`src/rtl/rs_line_pkg.sv`:
```
`timescale 1ns/1ps
package rs_line_pkg;

   typedef enum logic [3:0] {
      PH_IDLE,
      PH_A_SET,
      PH_A_LD,
      PH_A_WAIT,
      PH_S,
      PH_RST1,
      PH_GAP,
      PH_R,
      PH_B_SET,
      PH_B_LD,
      PH_B_WAIT,
      PH_RST2,
      PH_POST
   } rs_phase_e;

   // successor of a phase once its count has run out
   function automatic rs_phase_e rs_next_phase(rs_phase_e p, logic second_row);
      case (p)
         PH_A_SET:  rs_next_phase = PH_A_LD;
         PH_A_LD:   rs_next_phase = PH_A_WAIT;
         PH_A_WAIT: rs_next_phase = PH_S;
         PH_S:      rs_next_phase = PH_RST1;
         PH_RST1:   rs_next_phase = PH_GAP;
         PH_GAP:    rs_next_phase = PH_R;
         PH_R:      rs_next_phase = second_row ? PH_B_SET : PH_IDLE;
         PH_B_SET:  rs_next_phase = PH_B_LD;
         PH_B_LD:   rs_next_phase = PH_B_WAIT;
         PH_B_WAIT: rs_next_phase = PH_RST2;
         PH_RST2:   rs_next_phase = PH_POST;
         default:   rs_next_phase = PH_IDLE;
      endcase
   endfunction

endpackage

```
`src/rtl/rs_row_track.sv`:
```
`timescale 1ns/1ps
module rs_row_track #(
   parameter int ROW_W  = 10,
   parameter int STEP_W = 3
) (
   input  logic              clk,
   input  logic              rst_n,
   input  logic              accept_i,
   input  logic [ROW_W-1:0]  first_row_i,
   input  logic [ROW_W-1:0]  last_row_i,
   input  logic [STEP_W-1:0] step_i,
   input  logic [ROW_W-1:0]  offset_i,
   output logic [ROW_W-1:0]  read_row_o,
   output logic [ROW_W-1:0]  rst_row_o,
   output logic              rst_en_o,
   output logic              line_first_o
);
   localparam int HW = ROW_W + 1;
   localparam int PW = ROW_W + STEP_W + 1;

   logic [ROW_W-1:0]  idx_q, first_q, off_q;
   logic [STEP_W-1:0] step_q;
   logic [HW-1:0]     h_q;

   logic [STEP_W-1:0] live_step, e_step;
   logic [HW-1:0]     live_h, e_h, sum, ridx;
   logic [PW-1:0]     span, rd_full, rs_full;
   logic [ROW_W-1:0]  e_first, e_off, nxt_idx;
   logic              at_start, e_rst_en;

   assign at_start = (idx_q == '0);

   always_comb begin
      live_step = (step_i == '0) ? STEP_W'(1) : step_i;
      span      = PW'(last_row_i) - PW'(first_row_i);
      if (last_row_i >= first_row_i)
         live_h = HW'(span / PW'(live_step)) + HW'(1);
      else
         live_h = HW'(1);
   end

   // frame configuration: live inputs on the first line, latched copy after
   always_comb begin
      e_first  = at_start ? first_row_i : first_q;
      e_step   = at_start ? live_step   : step_q;
      e_h      = at_start ? live_h      : h_q;
      e_off    = at_start ? offset_i    : off_q;
      sum      = HW'(idx_q) + HW'(e_off);
      e_rst_en = (e_off != '0) && (HW'(e_off) < e_h);
      ridx     = (sum >= e_h) ? (sum - e_h) : sum;
      rd_full  = PW'(e_first) + PW'(idx_q) * PW'(e_step);
      rs_full  = PW'(e_first) + PW'(ridx) * PW'(e_step);
      nxt_idx  = ((HW'(idx_q) + HW'(1)) == e_h) ? '0 : (idx_q + ROW_W'(1));
   end

   always_ff @(posedge clk or negedge rst_n) begin
      if (!rst_n) begin
         idx_q        <= '0;
         first_q      <= '0;
         off_q        <= '0;
         step_q       <= STEP_W'(1);
         h_q          <= HW'(1);
         read_row_o   <= '0;
         rst_row_o    <= '0;
         rst_en_o     <= 1'b0;
         line_first_o <= 1'b0;
      end else if (accept_i) begin
         idx_q        <= nxt_idx;
         first_q      <= e_first;
         off_q        <= e_off;
         step_q       <= e_step;
         h_q          <= e_h;
         read_row_o   <= rd_full[ROW_W-1:0];
         rst_row_o    <= rs_full[ROW_W-1:0];
         rst_en_o     <= e_rst_en;
         line_first_o <= at_start;
      end
   end

   a_r7_read_row_in_window: assert property (@(posedge clk) disable iff (!rst_n)
      read_row_o >= first_q);

   a_r8_rst_row_in_window: assert property (@(posedge clk) disable iff (!rst_n)
      rst_en_o |-> (rst_row_o >= first_q));

endmodule

```
`src/rtl/rs_phase_ctrl.sv`:
```
`timescale 1ns/1ps
module rs_phase_ctrl
   import rs_line_pkg::*;
#(
   parameter int SETUP_CYC   = 2,
   parameter int LOAD_CYC    = 4,
   parameter int SETTLE_CYC  = 720,
   parameter int SAMP_CYC    = 80,
   parameter int RST_CYC     = 40,
   parameter int RST2R_CYC   = 320,
   parameter int LD2RST_CYC  = 20,
   parameter int AHOLD_CYC   = 20,
   parameter int CAL_DLY_CYC = 30,
   parameter int CAL_W_CYC   = 40
) (
   input  logic clk,
   input  logic rst_n,
   input  logic line_req_i,
   input  logic rst_en_i,
   input  logic line_first_i,
   output logic accept_o,
   output logic phase_b_o,
   output logic load_n_o,
   output logic samp_s_o,
   output logic samp_r_o,
   output logic row_rst_o,
   output logic cal_o,
   output logic line_done_o,
   output logic busy_o
);
   localparam int LONGEST = SETUP_CYC + LOAD_CYC + SETTLE_CYC + SAMP_CYC + RST_CYC
                          + RST2R_CYC + LD2RST_CYC + AHOLD_CYC;
   localparam int CNT_W   = $clog2(LONGEST + 1);
   localparam int CAL_END = CAL_DLY_CYC + CAL_W_CYC;
   localparam int CAL_CW  = $clog2(CAL_END + 1);

   rs_phase_e        ph_q, ph_d, ph_succ;
   logic [CNT_W-1:0] cnt_q, cnt_d;
   logic [CAL_CW-1:0] cal_cnt_q;
   logic             cal_run_q, cal_start;

   function automatic logic [CNT_W-1:0] len_of(rs_phase_e p);
      case (p)
         PH_A_SET, PH_B_SET: len_of = CNT_W'(SETUP_CYC);
         PH_A_LD,  PH_B_LD:  len_of = CNT_W'(LOAD_CYC);
         PH_A_WAIT:          len_of = CNT_W'(SETTLE_CYC - SAMP_CYC);
         PH_S, PH_R:         len_of = CNT_W'(SAMP_CYC);
         PH_RST1, PH_RST2:   len_of = CNT_W'(RST_CYC);
         PH_GAP:             len_of = CNT_W'(RST2R_CYC - SAMP_CYC);
         PH_B_WAIT:          len_of = CNT_W'(LD2RST_CYC);
         PH_POST:            len_of = CNT_W'(AHOLD_CYC);
         default:            len_of = CNT_W'(1);
      endcase
   endfunction

   assign ph_succ = rs_next_phase(ph_q, rst_en_i);

   always_comb begin
      ph_d     = ph_q;
      cnt_d    = cnt_q;
      accept_o = 1'b0;
      if (ph_q == PH_IDLE) begin
         if (line_req_i) begin
            accept_o = 1'b1;
            ph_d     = PH_A_SET;
            cnt_d    = len_of(PH_A_SET) - CNT_W'(1);
         end
      end else if (cnt_q != '0) begin
         cnt_d = cnt_q - CNT_W'(1);
      end else begin
         ph_d  = ph_succ;
         cnt_d = len_of(ph_succ) - CNT_W'(1);
      end
   end

   assign cal_start = (ph_q == PH_A_WAIT) && (cnt_q == '0) && line_first_i;

   always_ff @(posedge clk or negedge rst_n) begin
      if (!rst_n) begin
         ph_q        <= PH_IDLE;
         cnt_q       <= '0;
         line_done_o <= 1'b0;
         cal_run_q   <= 1'b0;
         cal_cnt_q   <= '0;
      end else begin
         ph_q        <= ph_d;
         cnt_q       <= cnt_d;
         line_done_o <= (ph_q == PH_R) && (cnt_q == '0);
         if (cal_start) begin
            cal_run_q <= 1'b1;
            cal_cnt_q <= '0;
         end else if (cal_run_q) begin
            if (cal_cnt_q == CAL_CW'(CAL_END - 1)) cal_run_q <= 1'b0;
            cal_cnt_q <= cal_cnt_q + CAL_CW'(1);
         end
      end
   end

   assign load_n_o  = !((ph_q == PH_A_LD) || (ph_q == PH_B_LD));
   assign samp_s_o  = (ph_q == PH_S);
   assign samp_r_o  = (ph_q == PH_R);
   assign row_rst_o = (ph_q == PH_RST1) || (ph_q == PH_RST2);
   assign busy_o    = (ph_q != PH_IDLE);
   assign phase_b_o = (ph_q == PH_B_SET) || (ph_q == PH_B_LD) || (ph_q == PH_B_WAIT)
                   || (ph_q == PH_RST2)  || (ph_q == PH_POST);
   assign cal_o     = cal_run_q && (cal_cnt_q >= CAL_CW'(CAL_DLY_CYC));

   a_r4_sample_isolated: assert property (@(posedge clk) disable iff (!rst_n)
      (samp_s_o || samp_r_o) |-> (load_n_o && !row_rst_o && !(samp_s_o && samp_r_o)));

   a_r5_reset_after_sample: assert property (@(posedge clk) disable iff (!rst_n)
      $fell(samp_s_o) |-> row_rst_o);

   a_r6_done_single_cycle: assert property (@(posedge clk) disable iff (!rst_n)
      line_done_o |=> !line_done_o);

   a_r9_second_row_enabled: assert property (@(posedge clk) disable iff (!rst_n)
      phase_b_o |-> rst_en_i);

   a_r10_cal_first_line: assert property (@(posedge clk) disable iff (!rst_n)
      cal_o |-> line_first_i);

   a_r12_busy_holds_request: assert property (@(posedge clk) disable iff (!rst_n)
      (busy_o && line_req_i) |-> !accept_o);

endmodule

```
`src/rtl/rs_bus_order.sv`:
```
`timescale 1ns/1ps
module rs_bus_order #(
   parameter int ROW_W    = 10,
   parameter bit PIN0_MSB = 1'b1
) (
   input  logic [ROW_W-1:0] row_i,
   output logic [ROW_W-1:0] bus_o
);
   generate
      if (PIN0_MSB) begin : g_msb_first
         for (genvar g = 0; g < ROW_W; g++) begin : g_pin
            assign bus_o[g] = row_i[ROW_W-1-g];
         end
      end else begin : g_lsb_first
         assign bus_o = row_i;
      end
   endgenerate
endmodule

```
`src/rtl/rs_line_seq.sv`:
```
`timescale 1ns/1ps
module rs_line_seq #(
   parameter int ROW_W       = 10,
   parameter int STEP_W      = 3,
   parameter bit PIN0_MSB    = 1'b1,
   parameter int SETUP_CYC   = 2,
   parameter int LOAD_CYC    = 4,
   parameter int SETTLE_CYC  = 720,
   parameter int SAMP_CYC    = 80,
   parameter int RST_CYC     = 40,
   parameter int RST2R_CYC   = 320,
   parameter int LD2RST_CYC  = 20,
   parameter int AHOLD_CYC   = 20,
   parameter int CAL_DLY_CYC = 30,
   parameter int CAL_W_CYC   = 40
) (
   input  logic              clk,
   input  logic              rst_n,
   input  logic              line_req_i,
   input  logic [ROW_W-1:0]  win_first_i,
   input  logic [ROW_W-1:0]  win_last_i,
   input  logic [STEP_W-1:0] row_step_i,
   input  logic [ROW_W-1:0]  int_offset_i,
   output logic [ROW_W-1:0]  row_bus_o,
   output logic              row_load_n_o,
   output logic              samp_sig_o,
   output logic              samp_rst_o,
   output logic              row_reset_o,
   output logic              cal_o,
   output logic              line_done_o,
   output logic              busy_o
);
   generate
      if (SETUP_CYC < 1 || LOAD_CYC < 1 || SAMP_CYC < 1 || RST_CYC < 1 ||
          LD2RST_CYC < 1 || AHOLD_CYC < 1 || CAL_W_CYC < 1 || CAL_DLY_CYC < 0) begin : g_bad_len
         $error("rs_line_seq: every pulse and delay needs at least one cycle");
      end
      if (SETTLE_CYC <= SAMP_CYC || SETTLE_CYC < LD2RST_CYC) begin : g_bad_settle
         $error("rs_line_seq: settle time must exceed sample width and load-to-reset delay");
      end
      if (RST2R_CYC <= SAMP_CYC || RST2R_CYC < AHOLD_CYC) begin : g_bad_r
         $error("rs_line_seq: reset-to-R delay too short for sample width or address hold");
      end
      if (ROW_W < 2 || STEP_W < 1) begin : g_bad_width
         $error("rs_line_seq: bad address or step width");
      end
   endgenerate

   logic             accept, phase_b, rst_en, line_first;
   logic [ROW_W-1:0] read_row, rst_row, cur_row;

   rs_row_track #(.ROW_W(ROW_W), .STEP_W(STEP_W)) u_track (
      .clk         (clk),
      .rst_n       (rst_n),
      .accept_i    (accept),
      .first_row_i (win_first_i),
      .last_row_i  (win_last_i),
      .step_i      (row_step_i),
      .offset_i    (int_offset_i),
      .read_row_o  (read_row),
      .rst_row_o   (rst_row),
      .rst_en_o    (rst_en),
      .line_first_o(line_first)
   );

   rs_phase_ctrl #(
      .SETUP_CYC  (SETUP_CYC),
      .LOAD_CYC   (LOAD_CYC),
      .SETTLE_CYC (SETTLE_CYC),
      .SAMP_CYC   (SAMP_CYC),
      .RST_CYC    (RST_CYC),
      .RST2R_CYC  (RST2R_CYC),
      .LD2RST_CYC (LD2RST_CYC),
      .AHOLD_CYC  (AHOLD_CYC),
      .CAL_DLY_CYC(CAL_DLY_CYC),
      .CAL_W_CYC  (CAL_W_CYC)
   ) u_ctrl (
      .clk         (clk),
      .rst_n       (rst_n),
      .line_req_i  (line_req_i),
      .rst_en_i    (rst_en),
      .line_first_i(line_first),
      .accept_o    (accept),
      .phase_b_o   (phase_b),
      .load_n_o    (row_load_n_o),
      .samp_s_o    (samp_sig_o),
      .samp_r_o    (samp_rst_o),
      .row_rst_o   (row_reset_o),
      .cal_o       (cal_o),
      .line_done_o (line_done_o),
      .busy_o      (busy_o)
   );

   assign cur_row = phase_b ? rst_row : read_row;

   rs_bus_order #(.ROW_W(ROW_W), .PIN0_MSB(PIN0_MSB)) u_order (
      .row_i(cur_row),
      .bus_o(row_bus_o)
   );

   a_r3_addr_stable_in_strobe: assert property (@(posedge clk) disable iff (!rst_n)
      (!row_load_n_o && !$past(row_load_n_o)) |-> $stable(row_bus_o));

endmodule

```
`config.mk`:
```
export PLATFORM = sky130hd
export DESIGN_NAME = rs_line_seq
export DESIGN_NICKNAME = d
export VERILOG_FILES = /design/src/rtl/rs_line_pkg.sv /design/src/rtl/rs_row_track.sv /design/src/rtl/rs_phase_ctrl.sv /design/src/rtl/rs_bus_order.sv /design/src/rtl/rs_line_seq.sv
export SDC_FILE = /design/constraint.sdc
export NUM_CORES = 1
export LEC_CHECK = 0
export ABC_AREA = 0
export BUFFER_PORTS_ARGS = -buffer_cell sky130_fd_sc_hd__buf_4
export CORE_ASPECT_RATIO = 0.6
export CORE_MARGIN = 2
export CORE_UTILIZATION = 35
export CTS_CLUSTER_DIAMETER = 50
export DETAILED_ROUTE_END_ITERATION = 16
export SYNTH_ARGS = -nofsm -noshare
export SYNTH_HDL_FRONTEND = slang
export SYNTH_SLANG_ARGS = --single-unit
```
`constraint.sdc`:
```
create_clock -name clk -period 11.8 [get_ports clk]
set_input_delay 0.59 -clock clk [delete_from_list [all_inputs] [get_ports clk]]
set_output_delay 0.59 -clock clk [all_outputs]
set_load 0.005 [all_outputs]
```
==> Word-level counts from Yosys, hierarchy flattened <==
Memory sizes are Yosys's and may differ from the RTL's.
Cells that the tools add are included.
{ "totals": {"ff_bits": 90, "romBits": 144, "inputBits": 36, "out_inout_bits": 17, "wordCells": 96, "mem_count": 1} }
{ "classes": {"add_sub_neg": 11, "multipliers": 2, "div": 1, "order_cmp": 4, "n_eq_ne": 16, "muxes": 26, "reduce_logical": 21} }
{ "memory_table": {"columns": ["memory", "depth", "width", "rd", "rd_clocked_by_memory_dff", "write_ports", "line_no", "source"], "rows": [
  ["(no name shown)", 16, 9, 1, 0, 0, "rs_phase_ctrl.sv:43", "case (p)"]
]} }
{ "ops": {"columns": ["operator", "count"], "rows": [
  ["11-bit two-way mux", 8],
  ["4-bit one-hot mux with 11 select lines", 1],
  ["10-bit two-way mux", 4],
  ["11-bit by 1-bit subtractor with 11-bit output, second input constant", 2],
  ["10-bit adder", 2],
  ["4-bit == test, second input constant", 5],
  ["4-bit by 3-bit == test with 1-bit output, second input constant", 4],
  ["4-bit two-way mux", 4],
  ["14-bit by 3-bit divider with 14-bit output", 1],
  ["7-bit two-way mux", 2],
  ["10-bit by 1-bit adder with 11-bit output, second input constant", 1],
  ["10-bit by 10-bit adder with 11-bit output", 1],
  ["11-bit by 1-bit adder with 11-bit output, second input constant", 1],
  ["11-bit == test", 1],
  ["11-bit greater-or-equal comparator", 1],
  ["11-bit logical NOT", 1],
  ["10-bit by 11-bit < comparator with 1-bit output", 1],
  ["11-bit by 3-bit multiplier with 10-bit output", 1],
  ["11-bit nonzero test", 1],
  ["10-bit by 10-bit subtractor with 11-bit output", 1],
  ["11-bit subtractor", 1],
  ["10-bit by 1-bit adder with 10-bit output, second input constant", 1],
  ["10-bit greater-or-equal comparator", 1],
  ["10-bit logical NOT", 1],
  ["other kinds (19)", 34]
]} }

==> Logic depth before layout (Yosys ltp) <==
Gate-level depths: netlist of run 1.
{ "depth": {"depth_word": 10, "mapped_depth": 160, "mapped_depth_nobuf": 154} }

==> Hierarchy <==
Synthesis of run 1 repeated with hierarchy kept, for this count alone.
{ "unflattened": {"hier_cells": 1534, "hier_area_um2": 12309.3} }
{ "modules_own_cells": {"columns": ["mod", "instances", "cells_per_inst", "area_each_um2", "seq_area_each_um2"], "rows": [
  ["rs_row_track", 1, 1315, 10303.6, 1654.1],
  ["rs_phase_ctrl", 1, 198, 1769.2, 600.6],
  ["rs_line_seq", 1, 11, 161.4, 0.0],
  ["rs_bus_order", 1, 10, 75.1, 0.0]
]} }

==> Worst setup path before layout of run 1 <==
Ideal clock, no wire load.
{ "synth_timing": {"path_kind": "in2reg", "start": "input win_last_i[0]", "end": "register u_track.rst_row_o[9]", "setup_time_ps": 83, "t_arrival_ps": 30174, "required_time_ps": 11717, "setup_slack_ps": -18456, "cell_stages": 153, "path_buffers": 8, "cell_sequence": "inv_1 -> ha_1 -> inv_1 -> fa_1 -> a211oi_2 -> o21ai_2 -> a21oi_4 -> inv_2 -> ha_1 -> nor3_1 -> nor2_1 -> ha_1 -> o21a_1 -> o21a_1 -> a211o_1 -> o21ba_2 -> nand2_1 -> ha_1 -> [117 not listed] -> a21oi_1 -> nand2b_1 -> fa_1 -> inv_1 -> fa_1 -> inv_1 -> fa_1 -> nor2b_1 -> o21ai_0 -> nand2b_1 -> a21oi_1 -> o21bai_1 -> a21o_1 -> a21oi_1 -> xnor2_1 -> xnor2_1 -> xnor3_1 -> o21ai_0"} }
{ "synth_via": {"elab_chain_cells": 9, "word_cells_on_any_way": 11, "cone_classes": "4 x add/sub; 1 x mul; 1 x div; 2 x order compare; 3 x mux"} }
{ "synth_lines": {"columns": ["element", "line_no", "source"], "rows": [
  ["start, declared", "rs_line_seq.sv:21", "input logic [ROW_W-1:0] win_last_i,"],
  ["10-bit by 10-bit subtractor with 11-bit output", "rs_row_track.sv:35", "span = PW'(last_row_i) - PW'(first_row_i);"],
  ["14-bit by 3-bit divider with 14-bit output", "rs_row_track.sv:37", "live_h = HW'(span / PW'(live_step)) + HW'(1);"],
  ["11-bit by 1-bit adder with 11-bit output", "rs_row_track.sv:37", null],
  ["11-bit two-way mux (*)", "rs_row_track.sv:36", "if (last_row_i >= first_row_i)"],
  ["11-bit two-way mux (*)", "rs_row_track.sv:46", "e_h = at_start ? live_h : h_q;"],
  ["11-bit subtractor / 11-bit greater-or-equal comparator (equally long branches)", "rs_row_track.sv:50", "ridx = (sum >= e_h) ? (sum - e_h) : sum;"],
  ["11-bit two-way mux (*)", "rs_row_track.sv:50", null],
  ["11-bit by 3-bit multiplier with 10-bit output (*)", "rs_row_track.sv:52", "rs_full = PW'(e_first) + PW'(ridx) * PW'(e_step);"],
  ["10-bit adder (*)", "rs_row_track.sv:52", null],
  ["end signal, assigned", "rs_row_track.sv:74", "rst_row_o <= rs_full[ROW_W-1:0];"],
  ["end, declared", "rs_row_track.sv:14", "output logic [ROW_W-1:0] rst_row_o,"]
]} }
Mark *: on every way between the ends. The rest lies on a longest branch, timed or not.
A chain may end at the register's enable or synchronous reset.

==> Final worst setup path of run 1 <==
Same ends and word-level chain as after synthesis.

==> impl_results.md, run 1 <==
- Fin. Hold Viols: 0
- Post-Syn Area: 0.0122 mm²
- Drt pass-1 iters: 7
- CP max stage cell: fa_1
- Slew Viols, Final: 0
- Relative slew slack: 11.5%
- Clock edge transition at the registers on the reported setup and hold paths: 0.08 ns
- Clock buffer depth: 2
- Clock tree root driver cell: clkbuf_16
- Main area contributors after synthesis: dfrtp_1 (18%), ha_1 (12%), nand2_1 (7.2%), fa_1 (5.4%), nor2_1 (4.9%)
- WL per Instance: 17.6 µm
- Die width: 245 µm
- DPL Wire Length: 35.3 mm
- Worst Clk Skew: approximately 0.012 ns
- # placed instances: 2443
- Final period util: 222%
- Vias per cell: 5.37
- Vias in the first global route: 13800
- Crit-path max FO: 5
- DRT Wirelength: 45.8 mm
- Remaining DRCs: 0
- Synth warn: 0
- Setup_tns: -359.43 ns
- Leading area contributor after synthesis: dfrtp_1
- Most used cell, CP: ha_4
- DR iter-0 viols: roughly 1100
- Share of layout cells above drive strength 1: about two fifths
- CP arrival: 26.45 ns
- Post-synth EDFFs: 0
- Ys flop type: dfrtp_1
- Post-Layout Cell Count: 2609
- Sequential share of the synthesized area: 18.5%
- Core box area: roughly 0.034 mm²
- FFs w/ async S/R, synth: between 90% and 100%
- Worst hold path class: input port to asynchronous set/reset pin
- Largest stage delay on the critical path: 0.53 ns
- WP data required: 12.09 ns
- H-tree depth: 3
- Clock buffer count from CTS: 9
- Die Y: around 150 µm
- R2R Setup Slk: 3.01 ns
- Status: finished with violations
- Syn_area_per_cell: roughly 7.7 µm²
- FF-to-FF Start: u_track.idx_q[5]
- FILL cells: 3062
- Fmax: 0.0382 GHz
- CP startpoint kind: input port
- Clock Sinks: 90
- Total Nets Final: 2333
- Count of different cell masters after synthesis: 101
- Worst-Skew Late Latency: between 0.3 and 0.4 ns
- RSZ-0062 raised after global routing: true
- Final GP Congestion: roughly 0.94
- DR vias: approximately 14000
- Input/output buffers: 52
- Die area: 0.0363 mm²
- Max cap viols: 0
- Largest net degree at the start of global routing: 56
- Post-DRT Antenna Nets: 0
- Syn_nets: 1776
- First-pass GRT wire length: 72.8 mm
- Area grow syn2layout: 54.8%
- Worst r2r path cells: 38
- Min Tclk post-route: 26.16 ns
- Top-count cell post-synth: nand2_1
- Failing checks: negative setup slack
- Initial antenna violation count: 0
- Mapped Cells: 1588
- Critical path endpoint category: register
- Rows: 52
- Antenna cells: 0
- Starting density of the core: ~36%
- IO Pins: 53
- RR Endpoint: u_track.rst_row_o[9]
- Final setup margin: -14.36 ns
- Yosys reg bits: 90
- Total grt overflow: 0
- Least-Margin Pin Slew: 1.32 ns
- Top post-synthesis cells by count: nand2_1 (234), nor2_1 (160), ha_1 (119), a21oi_1 (106), inv_1 (96)
- CTS tree: built
- Final setup violation count: 32
- Yosys top cell area share: about 18%
- CP Launch Point: win_last_i[0]
- Critical path type: input port to register
- Tot GR Track Use: 25.1%
[timing repair]
action	4_1_cts	5_1_grt
resized for setup	96	90
gates cloned	0	0
setup endpoints to repair	32	32
setup buffers	113	42
pin swaps	116	134
hold buffers	0	0
[per-stage QoR]
stage / cell area (µm²) / util (%) / hold slack (ns) / setup slack (ns)
after floorplan: 12700 / - / 0.294 / -14.90
after global placement: 16400 / 48.3 / 0.451 / -14.34
after detailed placement: 16400 / 48.3 / 0.457 / -15.26
after CTS: 18100 / 53.2 / 0.205 / -13.86
after global routing: 18800 / 55.4 / 0.232 / -15.65
final: 18800 / 55.4 / 0.196 / -14.36
[critical path: cells and delay by family]
family	cells	cell delay [ns]
AOI/OAI and AO/OA	54	7.97
xor gates and xnor gates	4	0.70
adders and majority gates	19	5.27
buffers and inverters	19	2.03
muxes	5	1.59
and+or+nand+nor	55	8.27
[routing by layer]
| layer | up-vias | share of wire [%] | global-route usage (%) |
|---|---|---|---|
| met3 | 49 | 7.9 | 5.92 |
| li1 | 6781 | - | - |
| met2 | 418 | 40 | 35.2 |
| met1 | 6756 | 51 | 38.9 |
| met5 | - | 0 | 0 |
| met4 | 0 | 1.2 | 3.69 |
[logic make-up after synthesis]
group           synth area share, %
mux                            3.16
compound gates                 24.3
flops                          18.5
xor+xnor                       7.02
buf+inv                        4.57
fa+ha+maj                      17.7
simple gates                   24.6
[cell usage in the layout (no fill, tap or decap), drive strengths merged, types with 25 or more instances in the layout]
cell	n
buf	591
nand2	234
nor2	161
ha	119
a21oi	108
o21ai	100
inv	99
dfrtp	88
xnor2	65
nand3	47
nor3	36
fa	33
xor2	30
a21o	25
and2	25
[final cells by class]
type,instances,area [µm²],area share (%)
Clock buffer,10,229,1.22
Clock inverter,6,78.8,0.419
Inverter,102,399,2.12
Multi-Input combinational cell,1351,10800,57.1
Sequential cell,90,2250,12.0
Tap cell,459,574,3.05
Timing Repair Buffer,591,4540,24.1
[registers in the layout (all words and copies together), names as in the netlist, 3 cells and up]
name,count
u_ctrl.cnt_q,11
u_ctrl.ph_q,4
u_track.first_q,10
u_track.read_row_o,10
u_track.h_q,11
u_track.step_q,3
u_track.rst_row_o,10
u_track.off_q,10
u_track.idx_q,10
u_ctrl.cal_cnt_q,7
[worst max-delay path by stage]
| stage | slack [ns] | endpoint |
|---|---|---|
| CTS | -13.86 | u_track.rst_row_o[9] |
| global route | -15.65 | u_track.rst_row_o[9] |
| floorplan | -14.90 | u_track.rst_row_o[9] |
| finish | -14.36 | u_track.rst_row_o[9] |
| global placement | -14.34 | u_track.rst_row_o[9] |
| detailed placement | -15.26 | u_track.rst_row_o[9] |
Power of run 1 is left out: the tool's default activity adds up to more than one toggle a clock period on the data nets, which glitch-free logic cannot reach.
==> run 2, diff against run 1 <==
- clock period: 11.8 -> 27.1 ns (I/O delays scaled with it)
==> impl_results.md, run 2 (synthesis gave the netlist of run 1 again) <==
- Status: finished clean
- Most frequent cells in the layout: buf_4 (300), nand2_1 (221), nor2_1 (144)
- DR iter-0 viols: 995
- Drt pass-1 iters: 7
- Clock edge transition at the registers on the reported setup and hold paths: 0.07 ns
- Fin. Hold Viols: 0
- Die Y: 148 µm
- Initial antenna violation count: 0
- Critical path endpoint category: register
- Clock buffer count from CTS: 9
- Share of layout cells above drive strength 1: 28.4%
- Max cap viols: 0
- Most used cell, CP: ha_4
- Area grow syn2layout: 32.4%
- CP max stage cell: fa_1
- Vias per cell: 5.54
- Input/output buffers: 52
- DRT Wirelength: 42.2 mm
- Total grt overflow: 0
- Antenna cells: 0
- Hold Startpoint: u_track.read_row_o[2]
- WL per Instance: 18.2 µm
- Post-DRT Antenna Nets: 0
- IO Pins: 53
- CTS tree: built
- Final GP Congestion: 0.955
- Starting density of the core: 35.8%
- Placed cell area: 0.0149 mm²
- Total Nets Final: 2046
- Clock Sinks: 90
- Worst hold path class: register to register
- Crit-path max FO: 5
- Commonest non-fill, non-tap cell in the layout: buf_4
- Relative slew slack: 24.6%
- Clock tree root driver cell: clkbuf_16
- DPL Wire Length: 33.4 mm
- Top flop regs: u_ctrl.cnt_q: 11 flops, u_track.h_q: 11 flops
- Die area: 0.0363 mm²
- Core box area: 0.0340 mm²
- Least-Margin Pin Slew: 1.13 ns
- Final setup violation count: 0
- DR vias: 12900
- CP arrival: 27.19 ns
- Die width: 245 µm
- CP Launch Point: win_last_i[0]
- Remaining DRCs: 0
- Final period util: 99.3%
- Tot GR Track Use: 22.9%
- WP data required: 27.39 ns
- H-tree depth: 3
- Critical path type: input port to register
- Rows: 52
- Worst Clk Skew: 0.0115 ns
- FF-to-FF Start: u_track.idx_q[5]
- Largest net degree at the start of global routing: 63
- Clock buffer depth: 2
- Vias in the first global route: about 12000
- First-pass GRT wire length: about 66 mm
- # hold bufs at CTS: 0
- Post-route cell area: 0.0161 mm²
- CP startpoint kind: input port
- Slew Viols, Final: 0
- Worst-Skew Late Latency: 0.37 ns
- Min Tclk post-route: 26.91 ns
- RSZ-0062 raised after global routing: true
- Fmax: between 0.03 and 0.04 GHz
- Largest stage delay on the critical path: 0.55 ns
run 2: cell types whose count changed in the layout (fill, tap and decap cells not counted), sizes merged:
cell	previous run	this run
buf	591	304
clkinv	6	4
clkinvlp	2	4
bufinv	1	0
clkbuf	10	11
inv	99	98
run 2: final timing paths:
check                                        end  slack [ns]  cells past startpoint
min                        u_track.read_row_o[2]        0.47                      2
min in group asynchronous       u_track.off_q[9]        0.91                      1
max                         u_track.rst_row_o[9]        0.19                    145
max reg2reg                 u_track.rst_row_o[9]       18.50                     37
min reg2reg                u_track.read_row_o[2]        0.47                      2
max in group asynchronous   u_track.rst_row_o[2]       24.99                      2
run 2: cell type report:
class	count	area, µm²
Clock buffer	11	233
Clock inverter	4	28.8
Fill cell	3344	17900
Inverter	102	399
Multi-Input combinational cell	1351	10300
Sequential cell	90	2250
Tap cell	459	574
Timing Repair Buffer	304	2300
run 2: stage by stage:
| stage | setup WS (ns) | utilization, % | TNS, ns | std cells | hold WS (ns) |
|---|---|---|---|---|---|
| CTS | 0.00226 | 45.3 | 0 | 2281 | 0.471 |
| global route | -1.09 | 47.4 | -3.36 | 2321 | 0.496 |
| global placement | -0.264 | 44.0 | -0.264 | 2253 | 0.450 |
| floorplan | -0.380 | - | -0.380 | 1588 | 0.438 |
| finish | 0.193 | 47.4 | 0 | 2321 | 0.471 |
| detailed placement | -0.801 | 44.0 | -2.01 | 2253 | 0.455 |
run 2: layer usage:
| layer | wire [µm] | GRT usage (%) |
|---|---|---|
| met3 | 3410 | 5.72 |
| met5 | 0 | 0 |
| met4 | 273 | 3.11 |
| met1 | 22300 | 37.1 |
| met2 | 16200 | 30.1 |
run 2: repair_timing:
item / CTS / global route
endpoints found under the hold margin: 0 / 0
pin swaps: 10 / 99
setup buffers: 13 / 40
gates resized for setup: 20 / 83
setup endpoints to repair: 4 / 9
run 2: critical path: cells and delay by family:
kind	cells	cell delay, ns
AO/OA/AOI/OAI	51	8.36
XOR/XNOR	4	0.75
buffers and inverters	8	0.57
AND/OR/NAND/NOR	55	8.18
multiplexers	7	2.06
adder cells (fa/ha/maj)	20	5.84
Power of run 2 is left out for the same reason.
